[config.mk]
export PLATFORM = sky130hd
export DESIGN_NAME = tbu_timebase
export DESIGN_NICKNAME = d
export VERILOG_FILES = /design/src/rtl/tbu_pkg.sv /design/src/rtl/tbu_regs.sv /design/src/rtl/tbu_prescaler.sv /design/src/rtl/tbu_counter.sv /design/src/rtl/tbu_repeat.sv /design/src/rtl/tbu_timebase.sv
export SDC_FILE = /design/constraint.sdc
export NUM_CORES = 1
export LEC_CHECK = 0
export ABC_AREA = 1
export BUFFER_PORTS_ARGS = -buffer_cell sky130_fd_sc_hd__buf_2
export CORE_UTILIZATION = 60
export DETAILED_ROUTE_END_ITERATION = 10
export PLACE_DENSITY = 0.78
export SLEW_MARGIN = 10
export SYNTH_ARGS = -nofsm -noshare
export SYNTH_HDL_FRONTEND = slang
export SYNTH_SLANG_ARGS = --single-unit
[constraint.sdc]
create_clock -name clk -period 5.7 [get_ports clk]
set_clock_uncertainty 0.15 [all_clocks]
set_input_delay 1.14 -clock clk [delete_from_list [all_inputs] [get_ports clk]]
set_output_delay 1.14 -clock clk [all_outputs]
set_load 0.005 [all_outputs]
[src/rtl/tbu_pkg.sv]
`timescale 1ns/1ps
package tbu_pkg;
   // register map of the write port
   typedef enum logic [2:0] {
      A_CTRL  = 3'd0,
      A_PSC   = 3'd1,
      A_ARR   = 3'd2,
      A_REP   = 3'd3,
      A_EVGEN = 3'd4,
      A_STAT  = 3'd5
   } tbu_addr_e;

   // control word, LSB first: run, down, cms[1:0], arr_buf, div[1:0]
   typedef struct packed {
      logic [1:0] div;
      logic       arr_buf;
      logic [1:0] cms;
      logic       down;
      logic       run;
   } tbu_ctrl_t;

   localparam int CTRL_W = $bits(tbu_ctrl_t);
endpackage

[src/rtl/tbu_regs.sv]
`timescale 1ns/1ps
module tbu_regs
   import tbu_pkg::*;
#(
   parameter int CNT_W  = 16,
   parameter int PSC_W  = 16,
   parameter int REP_W  = 8,
   parameter int ADDR_W = 3,
   parameter int DATA_W = 16
) (
   input  logic              clk,
   input  logic              rst_n,
   input  logic              wr_en,
   input  logic [ADDR_W-1:0] wr_addr,
   input  logic [DATA_W-1:0] wr_data,
   output tbu_ctrl_t         ctrl,
   output logic [PSC_W-1:0]  psc_pre,
   output logic [CNT_W-1:0]  arr_pre,
   output logic [CNT_W-1:0]  arr_nxt,
   output logic [REP_W-1:0]  rep_pre,
   output logic              force_upd,
   output logic              flag_clr
);
   logic hit_ctrl, hit_psc, hit_arr, hit_rep;

   assign hit_ctrl  = wr_en && (wr_addr == ADDR_W'(A_CTRL));
   assign hit_psc   = wr_en && (wr_addr == ADDR_W'(A_PSC));
   assign hit_arr   = wr_en && (wr_addr == ADDR_W'(A_ARR));
   assign hit_rep   = wr_en && (wr_addr == ADDR_W'(A_REP));
   assign force_upd = wr_en && (wr_addr == ADDR_W'(A_EVGEN)) && wr_data[0];
   assign flag_clr  = wr_en && (wr_addr == ADDR_W'(A_STAT)) && wr_data[0];

   // value the limit buffer holds after this cycle
   assign arr_nxt = hit_arr ? wr_data[CNT_W-1:0] : arr_pre;

   always_ff @(posedge clk or negedge rst_n) begin
      if (!rst_n) begin
         ctrl    <= '0;
         psc_pre <= '0;
         arr_pre <= '1;
         rep_pre <= '0;
      end else begin
         if (hit_ctrl) ctrl    <= tbu_ctrl_t'(wr_data[CTRL_W-1:0]);
         if (hit_psc)  psc_pre <= wr_data[PSC_W-1:0];
         arr_pre <= arr_nxt;
         if (hit_rep)  rep_pre <= wr_data[REP_W-1:0];
      end
   end
endmodule

[src/rtl/tbu_prescaler.sv]
`timescale 1ns/1ps
module tbu_prescaler #(
   parameter int PSC_W = 16
) (
   input  logic             clk,
   input  logic             rst_n,
   input  logic             run,
   input  logic             restart,
   input  logic [PSC_W-1:0] div,
   output logic             tick
);
   logic [PSC_W-1:0] pcnt;
   logic             at_end;

   assign at_end = (pcnt >= div);
   assign tick   = run && !restart && at_end;

   always_ff @(posedge clk or negedge rst_n) begin
      if (!rst_n)          pcnt <= '0;
      else if (restart)    pcnt <= '0;
      else if (run) begin
         if (at_end)       pcnt <= '0;
         else              pcnt <= pcnt + PSC_W'(1);
      end
   end
endmodule

[src/rtl/tbu_counter.sv]
`timescale 1ns/1ps
module tbu_counter #(
   parameter int CNT_W = 16
) (
   input  logic             clk,
   input  logic             rst_n,
   input  logic             tick,
   input  logic             restart,
   input  logic [CNT_W-1:0] restart_val,
   input  logic             center,
   input  logic             edge_down,
   input  logic [CNT_W-1:0] arr,
   output logic [CNT_W-1:0] count,
   output logic             dir_down,
   output logic             top_evt,
   output logic             bot_evt
);
   localparam logic [CNT_W-1:0] ONE = CNT_W'(1);

   logic             dn_q, nxt_dn, at_top, at_bot;
   logic [CNT_W-1:0] nxt;

   assign dir_down = center ? dn_q : edge_down;

   always_comb begin
      nxt    = count;
      nxt_dn = dn_q;
      at_top = 1'b0;
      at_bot = 1'b0;
      if (!center) begin
         if (edge_down) begin
            if (count == '0) begin nxt = arr; at_bot = 1'b1; end
            else              nxt = count - ONE;
         end else begin
            if (count >= arr) begin nxt = '0; at_top = 1'b1; end
            else               nxt = count + ONE;
         end
      end else if (dn_q) begin
         if (count == '0) begin
            nxt    = (arr == '0) ? '0 : ONE;
            nxt_dn = 1'b0;
            at_bot = 1'b1;
         end else begin
            nxt = count - ONE;
         end
      end else begin
         if (count >= arr) begin
            nxt    = (arr == '0) ? '0 : arr - ONE;
            nxt_dn = 1'b1;
            at_top = 1'b1;
         end else begin
            nxt = count + ONE;
         end
      end
   end

   assign top_evt = tick && at_top;
   assign bot_evt = tick && at_bot;

   always_ff @(posedge clk or negedge rst_n) begin
      if (!rst_n) begin
         count <= '0;
         dn_q  <= 1'b0;
      end else if (restart) begin
         count <= restart_val;
         dn_q  <= 1'b0;
      end else if (tick) begin
         count <= nxt;
         dn_q  <= nxt_dn;
      end
   end
endmodule

[src/rtl/tbu_repeat.sv]
`timescale 1ns/1ps
module tbu_repeat #(
   parameter int REP_W = 8
) (
   input  logic             clk,
   input  logic             rst_n,
   input  logic             wrap,
   input  logic             reload,
   input  logic [REP_W-1:0] reload_val,
   output logic             hw_upd
);
   logic [REP_W-1:0] rcnt;

   assign hw_upd = wrap && (rcnt == '0);

   always_ff @(posedge clk or negedge rst_n) begin
      if (!rst_n)       rcnt <= '0;
      else if (reload)  rcnt <= reload_val;
      else if (wrap)    rcnt <= rcnt - REP_W'(1);
   end
endmodule

[src/rtl/tbu_timebase.sv]
`timescale 1ns/1ps
module tbu_timebase
   import tbu_pkg::*;
#(
   parameter int CNT_W  = 16,
   parameter int PSC_W  = 16,
   parameter int REP_W  = 8,
   parameter int ADDR_W = 3,
   parameter int DATA_W = 16
) (
   input  logic              clk,
   input  logic              rst_n,
   input  logic              wr_en,
   input  logic [ADDR_W-1:0] wr_addr,
   input  logic [DATA_W-1:0] wr_data,
   output logic [CNT_W-1:0]  count,
   output logic              count_down,
   output logic              update_pulse,
   output logic              update_flag,
   output logic [1:0]        clk_div_sel
);
   // elaboration-time parameter checks
   if (ADDR_W < 3)       begin : g_bad_addr $error("ADDR_W must be at least 3"); end
   if (DATA_W < CNT_W)   begin : g_bad_cnt  $error("DATA_W narrower than CNT_W"); end
   if (DATA_W < PSC_W)   begin : g_bad_psc  $error("DATA_W narrower than PSC_W"); end
   if (DATA_W < REP_W)   begin : g_bad_rep  $error("DATA_W narrower than REP_W"); end
   if (DATA_W < CTRL_W)  begin : g_bad_ctl  $error("DATA_W narrower than control word"); end
   if (CNT_W < 2)        begin : g_bad_w    $error("CNT_W must be at least 2"); end

   tbu_ctrl_t        ctrl;
   logic [PSC_W-1:0] psc_pre, psc_act;
   logic [CNT_W-1:0] arr_pre, arr_nxt, arr_act, restart_val;
   logic [REP_W-1:0] rep_pre;
   logic             force_upd, flag_clr, tick, center;
   logic             top_evt, bot_evt, wrap, hw_upd, uev;

   tbu_regs #(
      .CNT_W(CNT_W), .PSC_W(PSC_W), .REP_W(REP_W),
      .ADDR_W(ADDR_W), .DATA_W(DATA_W)
   ) u_regs (
      .clk(clk), .rst_n(rst_n), .wr_en(wr_en), .wr_addr(wr_addr),
      .wr_data(wr_data), .ctrl(ctrl), .psc_pre(psc_pre), .arr_pre(arr_pre),
      .arr_nxt(arr_nxt), .rep_pre(rep_pre), .force_upd(force_upd),
      .flag_clr(flag_clr)
   );

   tbu_prescaler #(.PSC_W(PSC_W)) u_psc (
      .clk(clk), .rst_n(rst_n), .run(ctrl.run), .restart(force_upd),
      .div(psc_act), .tick(tick)
   );

   assign center      = (ctrl.cms != 2'b00);
   assign restart_val = (!center && ctrl.down) ? arr_nxt : '0;

   tbu_counter #(.CNT_W(CNT_W)) u_cnt (
      .clk(clk), .rst_n(rst_n), .tick(tick), .restart(force_upd),
      .restart_val(restart_val), .center(center), .edge_down(ctrl.down),
      .arr(arr_act), .count(count), .dir_down(count_down),
      .top_evt(top_evt), .bot_evt(bot_evt)
   );

   // which counter ends qualify as a wrap for the repetition stage
   assign wrap = center ? ((top_evt && ctrl.cms[1]) || (bot_evt && ctrl.cms[0]))
                        : (top_evt || bot_evt);

   tbu_repeat #(.REP_W(REP_W)) u_rep (
      .clk(clk), .rst_n(rst_n), .wrap(wrap), .reload(uev),
      .reload_val(rep_pre), .hw_upd(hw_upd)
   );

   assign uev = hw_upd || force_upd;

   always_ff @(posedge clk or negedge rst_n) begin
      if (!rst_n) begin
         psc_act      <= '0;
         arr_act      <= '1;
         update_pulse <= 1'b0;
         update_flag  <= 1'b0;
      end else begin
         update_pulse <= uev;
         if (uev)             psc_act <= psc_pre;
         if (!ctrl.arr_buf)   arr_act <= arr_nxt;
         else if (uev)        arr_act <= arr_pre;
         if (uev)             update_flag <= 1'b1;
         else if (flag_clr)   update_flag <= 1'b0;
      end
   end

   assign clk_div_sel = ctrl.div;
endmodule

; Yosys cells after proc, flatten, opt, wreduce, memory -nomap -nowiden
; Index checks and enable logic that the tools add are counted.
[word_totals]
ff_bits = 122
ram_bits = 0
output_inout_bits = 21
mem_bits_ro = 0
memories = 0
latch_bits = 0
wordCells = 98
in_bits = 22
[op_classes]
bitwise = 0
n_reduce_logical = 32
order_cmp = 2
addsub = 5
shifts = 0
div_mod_pow = 0
n_mux = 37
eq_ne = 6
mul = 0
[ops]
columns = operator, n
row1 = $mux W16, 17
row2 = $add A16 B1 Y16 const B, 2
row3 = $ge A16 B16 Y1, 2
row4 = $logic_not A16 Y1, 2
row5 = $sub A16 B1 Y16 const B, 2
row6 = $mux W1, 18
row7 = $logic_and A1 B1 Y1, 16
row8 = $mux W8, 2
row9 = $reduce_bool A2 Y1, 6
row10 = $logic_not A8 Y1, 1
row11 = $sub A8 B1 Y8 const B, 1
row12 = $eq A3 B2 Y1 const B, 2
row13 = $eq A3 B3 Y1 const B, 2
row14 = $eq A3 B1 Y1 const B, 1
row15 = $logic_not A3 Y1, 1
row16 = $logic_or A1 B1 Y1, 3
row17 = $logic_not A1 Y1, 2
row18 = $ne A2 B2 Y1 const B, 1
row19 = $reduce_and A2 Y1, 1

; Logic depth before layout (Yosys ltp)
; Gate-level depths: netlist of run 1.
[depth]
depth_word = 14
depth_mapped = 19
ltp_nobuf = 18

; Modules after synthesis
; A second synthesis of run 1 with hierarchy kept.
[unflattened]
hier_cells = 1383
area_unflattened_um2 = 9205.1
[by_module_without_submodules]
columns = module, seq_area_each_um2, cells_per_inst, n_inst, area_each_um2
row1 = tbu_counter, 425.4, 624, 1, 3460.8
row2 = tbu_regs, 1196.1, 215, 1, 1959.4
row3 = tbu_timebase, 870.8, 234, 1, 1704.1
row4 = tbu_prescaler, 400.4, 239, 1, 1560.2
row5 = tbu_repeat, 200.2, 71, 1, 520.5

; Worst setup path after synthesis of run 1
; OpenSTA, ideal clock, no wires.
[synth_path]
kind = in2reg
from = input port wr_en
to = register u_rep.rcnt[7]
setup_time_ps = 121
required_ps = 5429
slack_ps = 3234
n_path_buf = 1
t_arrival_ps = 2195
cell_stages = 11
path_cell_list = nand3_1 nor3_2 nor2_1 inv_1 a21oi_4 nand2_4 nand2_8 nand2_8 buf_12 nand2_4 nand3_2
[synth_between]
elab_chain_cells = 12
word_cells_on_any_way = 16
classes_between = mux (2) / reduce/logical (14)
[synth_rtl]
columns = item, line
row1 = "start, declared", tbu_timebase.sv:13  ; input logic wr_en,
row2 = $logic_and A1 B1 Y1 (*) (2 in a row), tbu_regs.sv:30  ; assign force_upd = wr_en && (wr_addr == ADDR_W'(A_EVGEN)) && wr_data[0];
row3 = $logic_not A1 Y1, tbu_prescaler.sv:16  ; assign tick = run && !restart && at_end;
row4 = $logic_and A1 B1 Y1 (2 in a row), tbu_prescaler.sv:16
row5 = "$logic_and A1 B1 Y1, on equally long branches", "tbu_counter.sv:57, tbu_counter.sv:58"
row6 = $logic_and A1 B1 Y1, tbu_timebase.sv:63  ; assign wrap = center ? ((top_evt && ctrl.cms[1]) || (bot_evt && ctrl.cms[0]))
row7 = $logic_or A1 B1 Y1, tbu_timebase.sv:63
row8 = $mux W1, tbu_timebase.sv:63
row9 = $logic_and A1 B1 Y1, tbu_repeat.sv:14  ; assign hw_upd = wrap && (rcnt == '0);
row10 = $logic_or A1 B1 Y1, tbu_timebase.sv:71  ; assign uev = hw_upd || force_upd;
row11 = $mux W8 / $reduce_bool A2 Y1 (equally long branches), -
row12 = "end signal, assigned", tbu_repeat.sv:18  ; else if (reload) rcnt <= reload_val;
row13 = "end signal, assigned", tbu_repeat.sv:19  ; else if (wrap) rcnt <= rcnt - REP_W'(1);
row14 = "end, declared", tbu_repeat.sv:12  ; logic [REP_W-1:0] rcnt;
; Mark *: on every way between the ends. The rest lies on a longest branch, timed or not.
; A chain may end at the register's enable or synchronous reset.

; Final worst setup path of run 1
[layout_path]
from = register u_cnt.count[7]
to = register arr_act[7]
[layout_between]
elab_chain_cells = 11
word_cells_on_any_way = 20
classes_between = order compare (1) / eq/ne (1) / mux (9) / reduce/logical (9)
[layout_rtl]
columns = item, line
row1 = "start, declared", tbu_counter.sv:13  ; output logic [CNT_W-1:0] count,
row2 = "start signal, assigned", tbu_counter.sv:65  ; count <= restart_val;
row3 = "start signal, assigned", tbu_counter.sv:68  ; count <= nxt;
row4 = $ge A16 B16 Y1 / $logic_not A16 Y1 (equally long branches), -
row5 = "$mux W1, on equally long branches", -
row6 = "$mux W1, on equally long branches", "tbu_counter.sv:31, tbu_counter.sv:38"
row7 = $mux W1, tbu_counter.sv:30  ; if (!center) begin
row8 = "$logic_and A1 B1 Y1, on equally long branches", "tbu_counter.sv:57, tbu_counter.sv:58"
row9 = $logic_and A1 B1 Y1, tbu_timebase.sv:63
row10 = $logic_or A1 B1 Y1, tbu_timebase.sv:63
row11 = $mux W1 (*), tbu_timebase.sv:63
row12 = $logic_and A1 B1 Y1 (*), tbu_repeat.sv:14
row13 = $logic_or A1 B1 Y1 (*), tbu_timebase.sv:71
row14 = $ne A2 B2 Y1 (no source line) (*), -
row15 = "end signal, assigned", tbu_timebase.sv:82  ; if (!ctrl.arr_buf) arr_act <= arr_nxt;
row16 = "end signal, assigned", tbu_timebase.sv:83  ; else if (uev) arr_act <= arr_pre;
row17 = "end, declared", tbu_timebase.sv:32  ; logic [CNT_W-1:0] arr_pre, arr_nxt, arr_act, restart_val;
; Marked as above.

==> reports/results.ini, run 1 <==
[global_route]
antenna_found_initial=0
grt_max_degree=82
grt_overflow=0
grt_pass1_vias=7919
grt_pass1_wl_um=39600
grt_usage=0.321

[floorplan]
rows=44
fp.coreArea_mm2=0.0146
die_width_um=124
die_y_um=124
io_pins=43
dieArea_mm2=0.0154
initial_core_util=0.615

[worst_hold_path]
holdPathEnd=arr_act[1]
hold_depth=2
hold_class=register to register
min-delay-start=arr_act[1]

[worst_setup_path]
cp.depth=14
reg2reg_slack_ps=1910
worstReg2RegStart=u_cnt.count[7]
worst_path_max_delay_cell=dfrtp_1
critPathCaptureType=register
rr_endpoint=arr_act[7]
reg2reg_depth=14
crit_fanout=29
path_cells=ha_1, a21oi_1, nand2_1, nor2_1, nand2_1, nand2_1, nand2_2, nand2_2, nand2_4, nand2_4, nand2_8, nand2_8, nand3_2, nand2_2
start_kind=register
worstPathRequired_ps=5910
critical_path_class=register to register
crit_arrival_ps=4000
cpPeakStageDelay_ps=690
worst-path-buf-inv=0
cp_top_family=simple AND/OR/NAND/NOR gates

[route]
drt-total-wl_um=23800
drt_iter0_drc=908
vias_per_cell=5.66
antenna_left=0
wl_per_cell_um=16.1
drtPass1Iterations=6
via_count=8355
drcViolationCount=0

[layout]
fin_area_mm2=0.00976
fin_nets=1337
drive_gt1_frac=0.167
areaGrowthSynthToFinish_pct=8.73
antenna_cells=0
final_core_util=0.669

[sta]
final_max_slew_viol_count=0
timing.fmax_mhz=264
hold_viol_final=0
rsz0062_at_grt=false
period_needed_ps=3790
hold_ws_ps=331
tns_ps=0
finalCritPeriodShare=0.665
max_slew_margin=0.267
tightest_slew_ps=1100
setup_viol=0

[run_status]
run_status=completed

[synth]
syn_avg_cell_area_um2=7.10
ys_types=53
yosys_warnings=0
yosysSeqAreaShare=0.345
synth-seq-cells=122
syn_inst=1264
syn_nets=1323
netlist_area_mm2=0.00897

[clocking]
cts_resized=0
hold_buffers=0
clkSlewWorstSetupHoldPaths_ps=60
cts.path.max_buffers=2
cts_buffers=17
cts_setup_buffers=0
clock-sinks=122
tritoncts=yes
htreeDepth=4
clk_latency_ps=430
root_buffer=clkbuf_16

[power]
leakage_uw=0.00488
vdd_drop_max_v=0.000343
p_per_area_mw_per_mm2=522

[placement]
portBuffers=42
gp_congestion=1.00
placed_cell_area_mm2=0.00909
dpl.hpwl_um=17100

[flow_run]
drv_cap=0

-- cell type report --
class / count / area (um^2)
clock inverter: 13 / 214
timing repair buffer: 46 / 243
clock buffer: 19 / 453
fill: 1235 / 4830
sequential: 122 / 3090
inverter: 158 / 593
multi-input combinational: 933 / 4930
tap: 184 / 230
-- registers in the layout (all words and copies together) (netlist names) --
signal,flops
arr_act,16
psc_act,16
u_cnt.count,16
u_psc.pcnt,16
u_regs.arr_pre,16
u_regs.psc_pre,16
u_regs.rep_pre,8
u_rep.rcnt,8
u_regs.ctrl,7
u_cnt.dn_q,1
update_flag,1
update_pulse,1
-- worst max path at each step --
stage | startpoint | endpoint
after floorplan | wr_en | u_rep.rcnt[7]
after global placement | u_cnt.count[7] | arr_act[12]
after detailed placement | u_cnt.count[7] | arr_act[7]
after CTS | u_cnt.count[7] | u_rep.rcnt[4]
after global routing | u_cnt.count[7] | arr_act[10]
final | u_cnt.count[7] | arr_act[7]
-- cells in the final DEF (no fill, tap or decap), types with 4 or more instances in the layout --
| cell type | instances |
|---|---|
| nor3_1 | 7 |
| o22ai_1 | 4 |
| nand2_1 | 348 |
| nand3_2 | 19 |
| nand2_4 | 4 |
| clkbuf_16 | 17 |
| nand2_2 | 35 |
| mux2_2 | 7 |
| nand3_1 | 94 |
| inv_2 | 10 |
| xnor2_1 | 6 |
| o21ai_0 | 68 |
| ha_1 | 37 |
| xor2_1 | 19 |
| buf_4 | 5 |
| nor2_1 | 114 |
| a21oi_1 | 69 |
| inv_1 | 145 |
| buf_2 | 41 |
| dfstp_2 | 32 |
| bufinv_16 | 5 |
| dfrtp_1 | 89 |
| nand4_1 | 27 |
| nor2_2 | 10 |
| o21ai_1 | 32 |
-- kinds of logic after synthesis --
group / after synthesis / share of synthesized area
fa+ha+maj: 37 / 0.0516
simple gates: 680 / 0.356
buf+inv: 209 / 0.106
compound gates: 184 / 0.108
mux: 7 / 0.00879
flops: 122 / 0.345
xor+xnor: 25 / 0.0244
-- worst min-delay path: cells and delay by family, from the launching register on --
family / cells / cell delay (ps)
flops: 1 / 370
simple gates: 2 / 110
-- synth_stat cells (all sizes together) --
| library cell | instances | area share |
|---|---|---|
| nand3b | 3 | 0.0039 |
| a22oi | 1 | 0.00084 |
| xor2 | 19 | 0.019 |
| a21oi | 72 | 0.042 |
| nor4 | 3 | 0.0045 |
| and2 | 1 | 0.00070 |
| or2 | 2 | 0.0014 |
| ha | 37 | 0.052 |
| mux2 | 7 | 0.0088 |
| a31oi | 1 | 0.00070 |
| nand3 | 114 | 0.076 |
| dfstp | 32 | 0.094 |
| o21ai | 101 | 0.057 |
| o31ai | 2 | 0.0017 |
| clkbuf | 14 | 0.0059 |
| or3 | 1 | 0.00070 |
| nor3 | 9 | 0.0061 |
| nor3b | 1 | 0.00084 |
| o22ai | 4 | 0.0028 |
| nand2 | 390 | 0.18 |
| o21bai | 1 | 0.00084 |
| o211ai | 1 | 0.0014 |
| xnor2 | 6 | 0.0059 |
| inv | 155 | 0.065 |
| nor2 | 128 | 0.061 |
| a22o | 1 | 0.00098 |
| buf | 37 | 0.034 |
| clkinv | 3 | 0.0013 |
| nand4 | 28 | 0.020 |
| dfrtp | 90 | 0.25 |
-- metal layers --
metal  wire, um  GRT usage
met5          0          0
met4        661      0.128
met3       1540     0.0636
met2      11300      0.508
met1      10300      0.432
-- power breakdown --
part / total [uW] / internal (uW) / switching [uW]
clock: 1220 / 803 / 414
combinational: 2250 / 821 / 1430
sequential: 1620 / 1180 / 447
-- stage by stage --
step	power, uW	cells	worst slack [ps]
2_1_floorplan	3260	1264	3230
3_3_place_gp	3760	1443	2180
3_5_place_dp	3810	1443	2040
4_1_cts	5050	1475	2010
5_1_grt	5490	1475	1660
6_report	5090	1475	1910
No activity file was read; power rests on OpenSTA's default activity.
==> inputs of run 2 (changes only) <==
- ABC_AREA: 1 -> 0
- CORE_UTILIZATION: 60 -> 56
- PLACE_DENSITY: 0.78 -> 0.77
- clock period: 5.7 -> 3 ns (I/O delays scaled with it)
==> reports/results.ini, run 2 <==
[worst_setup_path]
start_kind=register
critPathCaptureType=register
crit_fanout=7  ; -76%
crit_arrival_ps=3230  ; -770 ps
worstPathRequired_ps=3190  ; -2720 ps
cp-startpoint=arr_act[9]
critical_path_class=register to register
worstReg2RegStart=arr_act[9]

[floorplan]
initial_core_util=0.575  ; -0.0403
die_width_um=124  ; -0.12%
dieArea_mm2=0.0154  ; -0.25%
fp.coreArea_mm2=0.0145  ; -0.38%
rows=44  ; unchanged
io_pins=43  ; unchanged
die_y_um=124  ; -0.12%

[synth]
synth_top_area_frac=0.270  ; +0.0186
yosys_warnings=0  ; unchanged
synthArstFlopShare=1.00  ; unchanged
netlist_area_mm2=0.00835  ; -6.9%
synth_edf_count=0  ; unchanged
syn_avg_cell_area_um2=9.05  ; +27%
synth-seq-cells=122  ; unchanged
syn_nets=982  ; -26%
synth_flop_cell=dfrtp_1
synthTopCellsByArea=dfrtp_1 27%, dfstp_2 10%, mux2_2 8.0%
yosysSeqAreaShare=0.370  ; +0.0256
synth_commonest_cells=90 x dfrtp_1, 80 x nand2_1, 71 x o21ai_0
synth_largest_area_cell=dfrtp_1
post-synth-top-count-cell=dfrtp_1
ys_types=78  ; +47%
syn_inst=923  ; -27%

[clocking]
clock-sinks=122  ; unchanged
clk_latency_ps=430  ; about the same
clkSlewWorstSetupHoldPaths_ps=60  ; about the same
cts_buffers=17  ; unchanged
cts.path.max_buffers=2  ; unchanged
htreeDepth=4  ; unchanged
root_buffer=clkbuf_16
hold_buffers=0  ; unchanged
tritoncts=yes

[global_route]
antenna_found_initial=0  ; unchanged
grt_usage=0.331  ; +0.0105
grt_max_degree=50  ; -39%
grt_pass1_vias=7482  ; -5.5%
grt_overflow=0  ; unchanged
grt_pass1_wl_um=38600  ; -2.6%

[power]
pwr-share-comb=0.516  ; +0.074
leakage_uw=0.00426  ; -13%
p_sw_frac=0.418  ; -0.0320
power_switching_uw=4270  ; +87%
clkPwrFrac=0.211  ; -0.028
vdd_drop_max_v=0.000499  ; +46%
total_power_uw=10200  ; +100%
p_per_area_mw_per_mm2=1010  ; +94%
internal_power_uw=5950  ; +110%
p_seq_frac=0.273  ; -0.046

[layout]
instances_no_fill=1214  ; -18%
final_common_cell=buf_4
areaGrowthSynthToFinish_pct=21.0
nFillCells=1131  ; -8.4%
final_cell_mix=93 x buf_4, 90 x dfrtp_1, 80 x nand2_1
fin_nets=1076  ; -20%
antenna_cells=0  ; unchanged
final_core_util=0.696  ; +0.0268
drive_gt1_frac=0.315  ; +0.147

[sta]
period_needed_ps=3030  ; -754 ps
max_slew_margin=0.571  ; +0.305
setup_ws_ps=-34.0  ; -1950 ps
tns_ps=-51.5  ; -51.5 ps
tightest_slew_ps=643  ; -454 ps
final_max_slew_viol_count=0  ; unchanged
setup_viol=3  ; +3
hold_viol_final=0  ; unchanged
rsz0062_at_grt=true
finalCritPeriodShare=1.01  ; +0.347
timing.fmax_mhz=330  ; +25%

[route]
antenna_left=0  ; unchanged
drcViolationCount=0  ; unchanged
drtPass1Iterations=9  ; +3
via_count=8034  ; -3.8%
drt-total-wl_um=25400  ; +6.8%
drt_iter0_drc=862  ; -5.1%
wl_per_cell_um=21.0  ; +30%
vias_per_cell=6.62  ; +17%

[worst_hold_path]
hold_class=input port to async pin

[run_status]
violations=setup timing
run_status=finished, violations left

[placement]
dp_cells=1166  ; -19%
dpl.hpwl_um=17700  ; +4.0%
portBuffers=42  ; unchanged
gp_congestion=1.02  ; +2.0%

[flow_run]
drv_cap=0  ; unchanged

[run 2: cell count changes in the layout (fill, tap and decap cells not counted), sizes merged, moves of 18 or more]
cell,before,now
inv,157,48
nor2,128,59
o21ai,101,75
a21oi,72,38
nand3,114,19
a211oi,0,18
nor3,9,48
nand2,390,80
buf,46,142
mux2,7,59
[run 2: path summary, 6_finish.rpt]
check                                endpoint  slack (ps)  depth (start not counted)
min reg2reg                     u_rep.rcnt[4]         330                          1
max                               arr_act[11]         -30                         10
max in group asynchronous          arr_act[6]        1920                          2
min                            u_psc.pcnt[15]          50                          1
min in group clk           u_regs.psc_pre[12]         280                          2
max reg2reg                       arr_act[11]         -30                         10
[run 2: critical path, cell delays in order (launching register included)]
cell       delay (ps)
dfstp_2           580
inv_1              80
ha_1              300
nand2_1           100
nor3_4            310
o2111ai_4         200
a32o_2            330
a211oi_4          360
clkbuf_16         230
nor3_1             60
a211oi_2          250
[run 2: metal layers]
| metal | up-vias | global-route usage | part of all wire |
|---|---|---|---|
| met5 | - | 0 | 0 |
| met4 | 0 | 0.144 | 0.035 |
| met3 | 102 | 0.0705 | 0.084 |
| met2 | 471 | 0.505 | 0.45 |
| met1 | 3861 | 0.453 | 0.43 |
| li1 | 3600 | - | - |
[run 2: logic make-up after synthesis]
group | count (synthesis) | share of synthesized area
adder cells (fa/ha/maj) | 37 | 0.0554
AND/OR/NAND/NOR | 299 | 0.182
multiplexers | 67 | 0.0891
buffers and inverters | 116 | 0.0641
flip-flops | 122 | 0.370
XOR/XNOR | 36 | 0.0377
AO/OA/AOI/OAI | 246 | 0.201
[run 2: area by class of cell]
type	count	area, um^2	share of cell area
multi-input cells	685	4940	0.489
flip-flops and latches	122	3090	0.306
repair buffers	143	1040	0.103
clock buffers	22	484	0.0479
well taps	184	230	0.0228
inverters	48	180	0.0178
clock inverters	10	141	0.0140
[run 2: per-stage QoR]
step	setup slack, ps	hold WS (ps)	area (um^2)
global route	-97.5	89.9	10100
CTS	5.00	71.5	9820
global placement	-53.6	319	9180
finish	-34.0	51.2	10100
detailed placement	-84.2	326	9180
floorplan	9.81	154	8360
[run 2: power groups by stage]
stage,clock [uW],combinational [uW],sequential [uW]
global placement,0,4580,2760
global route,2240,5710,2850
floorplan,0,3230,2650
detailed placement,0,4660,2780
finish,2160,5270,2800
CTS,2170,4740,2760
[run 2: timing repair]
| item | in CTS | in global routing |
|---|---|---|
| pin swaps | 0 | 12 |
| buffers inserted | 0 | 13 |
| cloned | 0 | 3 |
| resized for setup | 4 | 34 |
| hold endpoints to repair | 0 | 0 |
| endpoints found under the setup margin | 30 | 53 |
==> inputs of run 3 (changes only) <==
- SETUP_SLACK_MARGIN: not set -> 0.3
==> reports/results.ini, run 3 (synthesis gave the netlist of run 2 again) <==
[run_status]
run_status=finished, violations left
violations=hold timing, setup timing

[clocking]
htreeDepth=4  ; unchanged
clock-sinks=122  ; unchanged
clkSlewWorstSetupHoldPaths_ps=60  ; about the same
root_buffer=clkbuf_16
cts_buffers=17  ; unchanged
tritoncts=yes
cts.path.max_buffers=2  ; unchanged
clk_latency_ps=430  ; about the same

[floorplan]
fp.coreArea_mm2=0.0145  ; unchanged
initial_core_util=0.575  ; unchanged
dieArea_mm2=0.0154  ; unchanged
die_y_um=124  ; unchanged
rows=44  ; unchanged
io_pins=43  ; unchanged
die_width_um=124  ; unchanged

[layout]
final_core_util=0.740  ; +0.0441
areaGrowthSynthToFinish_pct=28.7
nFillCells=947  ; -16%
instances_no_fill=1228  ; +1.2%
fin_nets=1090  ; +1.3%
drive_gt1_frac=0.372  ; +0.0571
final_common_cell=buf_4
final_cell_mix=92 x buf_4, 87 x dfrtp_1, 78 x nand2_1
antenna_cells=0  ; unchanged

[global_route]
use_met3=0.0765  ; +0.00595
grt_pass1_wl_um=40900  ; +6.0%
grt_overflow=0  ; unchanged
grt_max_degree=59  ; +18%
use_met2=0.538  ; +0.0325
busiest_layer=met2
grt_usage=0.353  ; +0.0211
antenna_found_initial=0  ; unchanged
met1_usage=0.475  ; +0.0217
grt_pass1_vias=7740  ; +3.4%

[route]
drt_iter0_drc=1122  ; +30%
antenna_left=0  ; unchanged
via_count=8504  ; +5.9%
drcViolationCount=0  ; unchanged
drtPass1Iterations=8  ; -1
wl_per_cell_um=23.4  ; +12%
vias_per_cell=6.93  ; +4.6%
drt-total-wl_um=28800  ; +13%

[worst_setup_path]
worstPathRequired_ps=3170  ; -20 ps
reg2reg_depth=10  ; unchanged
rr_endpoint=psc_act[13]
crit_arrival_ps=3250  ; +20 ps
start_kind=register
crit_fanout=11  ; +4
worstReg2RegStart=arr_act[15]
critical_path_class=register to register
reg2reg_slack_ps=-90  ; -50 ps
critPathCaptureType=register

[sta]
period_needed_ps=3090  ; +54.5 ps
max_slew_margin=0.344  ; -0.228
rsz0062_at_grt=true
finalCritPeriodShare=1.03  ; +0.0182
setup_viol=29  ; +26
setup_ws_ps=-88.5  ; -54.5 ps
hold_ws_ps=-11.3  ; -62.5 ps
hold_viol_final=19  ; +19
final_max_slew_viol_count=0  ; unchanged
tightest_slew_ps=981  ; +338 ps
tns_ps=-1260  ; -1200 ps
timing.fmax_mhz=324  ; -1.8%

[placement]
dpl.hpwl_um=17300  ; -2.4%
dp_cells=1152  ; -1.2%
pre_cts_ws_ps=84.8  ; +169 ps
gp_congestion=0.986  ; -3.4%
portBuffers=42  ; unchanged

[worst_hold_path]
hold_class=input port to async pin

[power]
p_per_area_mw_per_mm2=1080  ; +7.1%
leakage_uw=0.00445  ; +4.5%
vdd_drop_max_v=0.000808  ; +62%

[flow_run]
drv_cap=0  ; unchanged

-- run 3: cell count changes in the layout (fill, tap and decap cells not counted), moves of 5 or more --
cell,delta
nor3_4,+6
mux2_4,+11
nor4_1,-5
a211oi_2,+5
nor4_2,+5
buf_6,+8
nor3_2,+7
a211oi_1,-5
nor3_1,-13
mux2_2,-11
-- run 3: final cells by class --
cell class,count,area (um^2),area share
repair buffers,157,1270,0.118
well taps,184,230,0.0214
flip-flops and latches,122,3100,0.288
clock buffers,26,519,0.0483
multi-input cells,685,5340,0.497
inverters,48,183,0.0170
clock inverters,6,110,0.0102
-- run 3: repair_timing --
| action | 4_1_cts | 5_1_grt |
|---|---|---|
| hold buffers | 0 | 0 |
| resized for setup | 44 | 73 |
| endpoints found under the setup margin | 56 | 60 |
| gates cloned | 2 | 3 |
| buffers inserted | 18 | 21 |
| pin swaps | 27 | 41 |
-- run 3: critical path, cell delays in order, from the launching register on --
cell and delay [ps]:
dfstp_2 530, inv_2 50, ha_4 270, nand4_1 210, nor3_4 320, o2111ai_4 220, a32oi_4 370, o21ai_4 100
o21ai_4 210, buf_12 190, mux2_2 340
-- run 3: stage by stage --
stage          hold slack (ps)  area, um^2  total power, uW
2_1_floorplan              154        8530             6080
3_3_place_gp               334        9230             7530
3_5_place_dp               345        9230             7640
4_1_cts                   7.26       10200            10200
5_1_grt                   19.3       10700            12100
6_report                 -11.3       10700            11600
-- run 3: worst max path at each step --
stage | depth (start not counted) | slack [ps] | to | from
final | 10 | -90 | psc_act[13] | arr_act[15]
after global routing | 10 | -140 | psc_act[13] | arr_act[15]
after CTS | 10 | 150 | psc_act[2] | arr_act[13]
after detailed placement | 10 | 80 | psc_act[8] | arr_act[15]
after global placement | 8 | 120 | u_cnt.count[2] | arr_act[0]
after floorplan | 11 | 100 | psc_act[10] | u_cnt.count[0]
-- run 3: power by group --
part / leakage [uW] / switching, uW / total, uW / internal, uW
registers: 0.00146 / 544 / 2810 / 2270
logic: 0.00268 / 3650 / 6630 / 2980
clock network: 0.000303 / 761 / 2200 / 1440
total: 0.00445 / 4960 / 11600 / 6690
-- run 3: routing by layer --
| metal | vias to the layer above | share of wire |
|---|---|---|
| met3 | 196 | 0.10 |
| met4 | 0 | 0.062 |
| met1 | 4088 | 0.39 |
| li1 | 3635 | - |
| met5 | - | 0 |
| met2 | 585 | 0.45 |
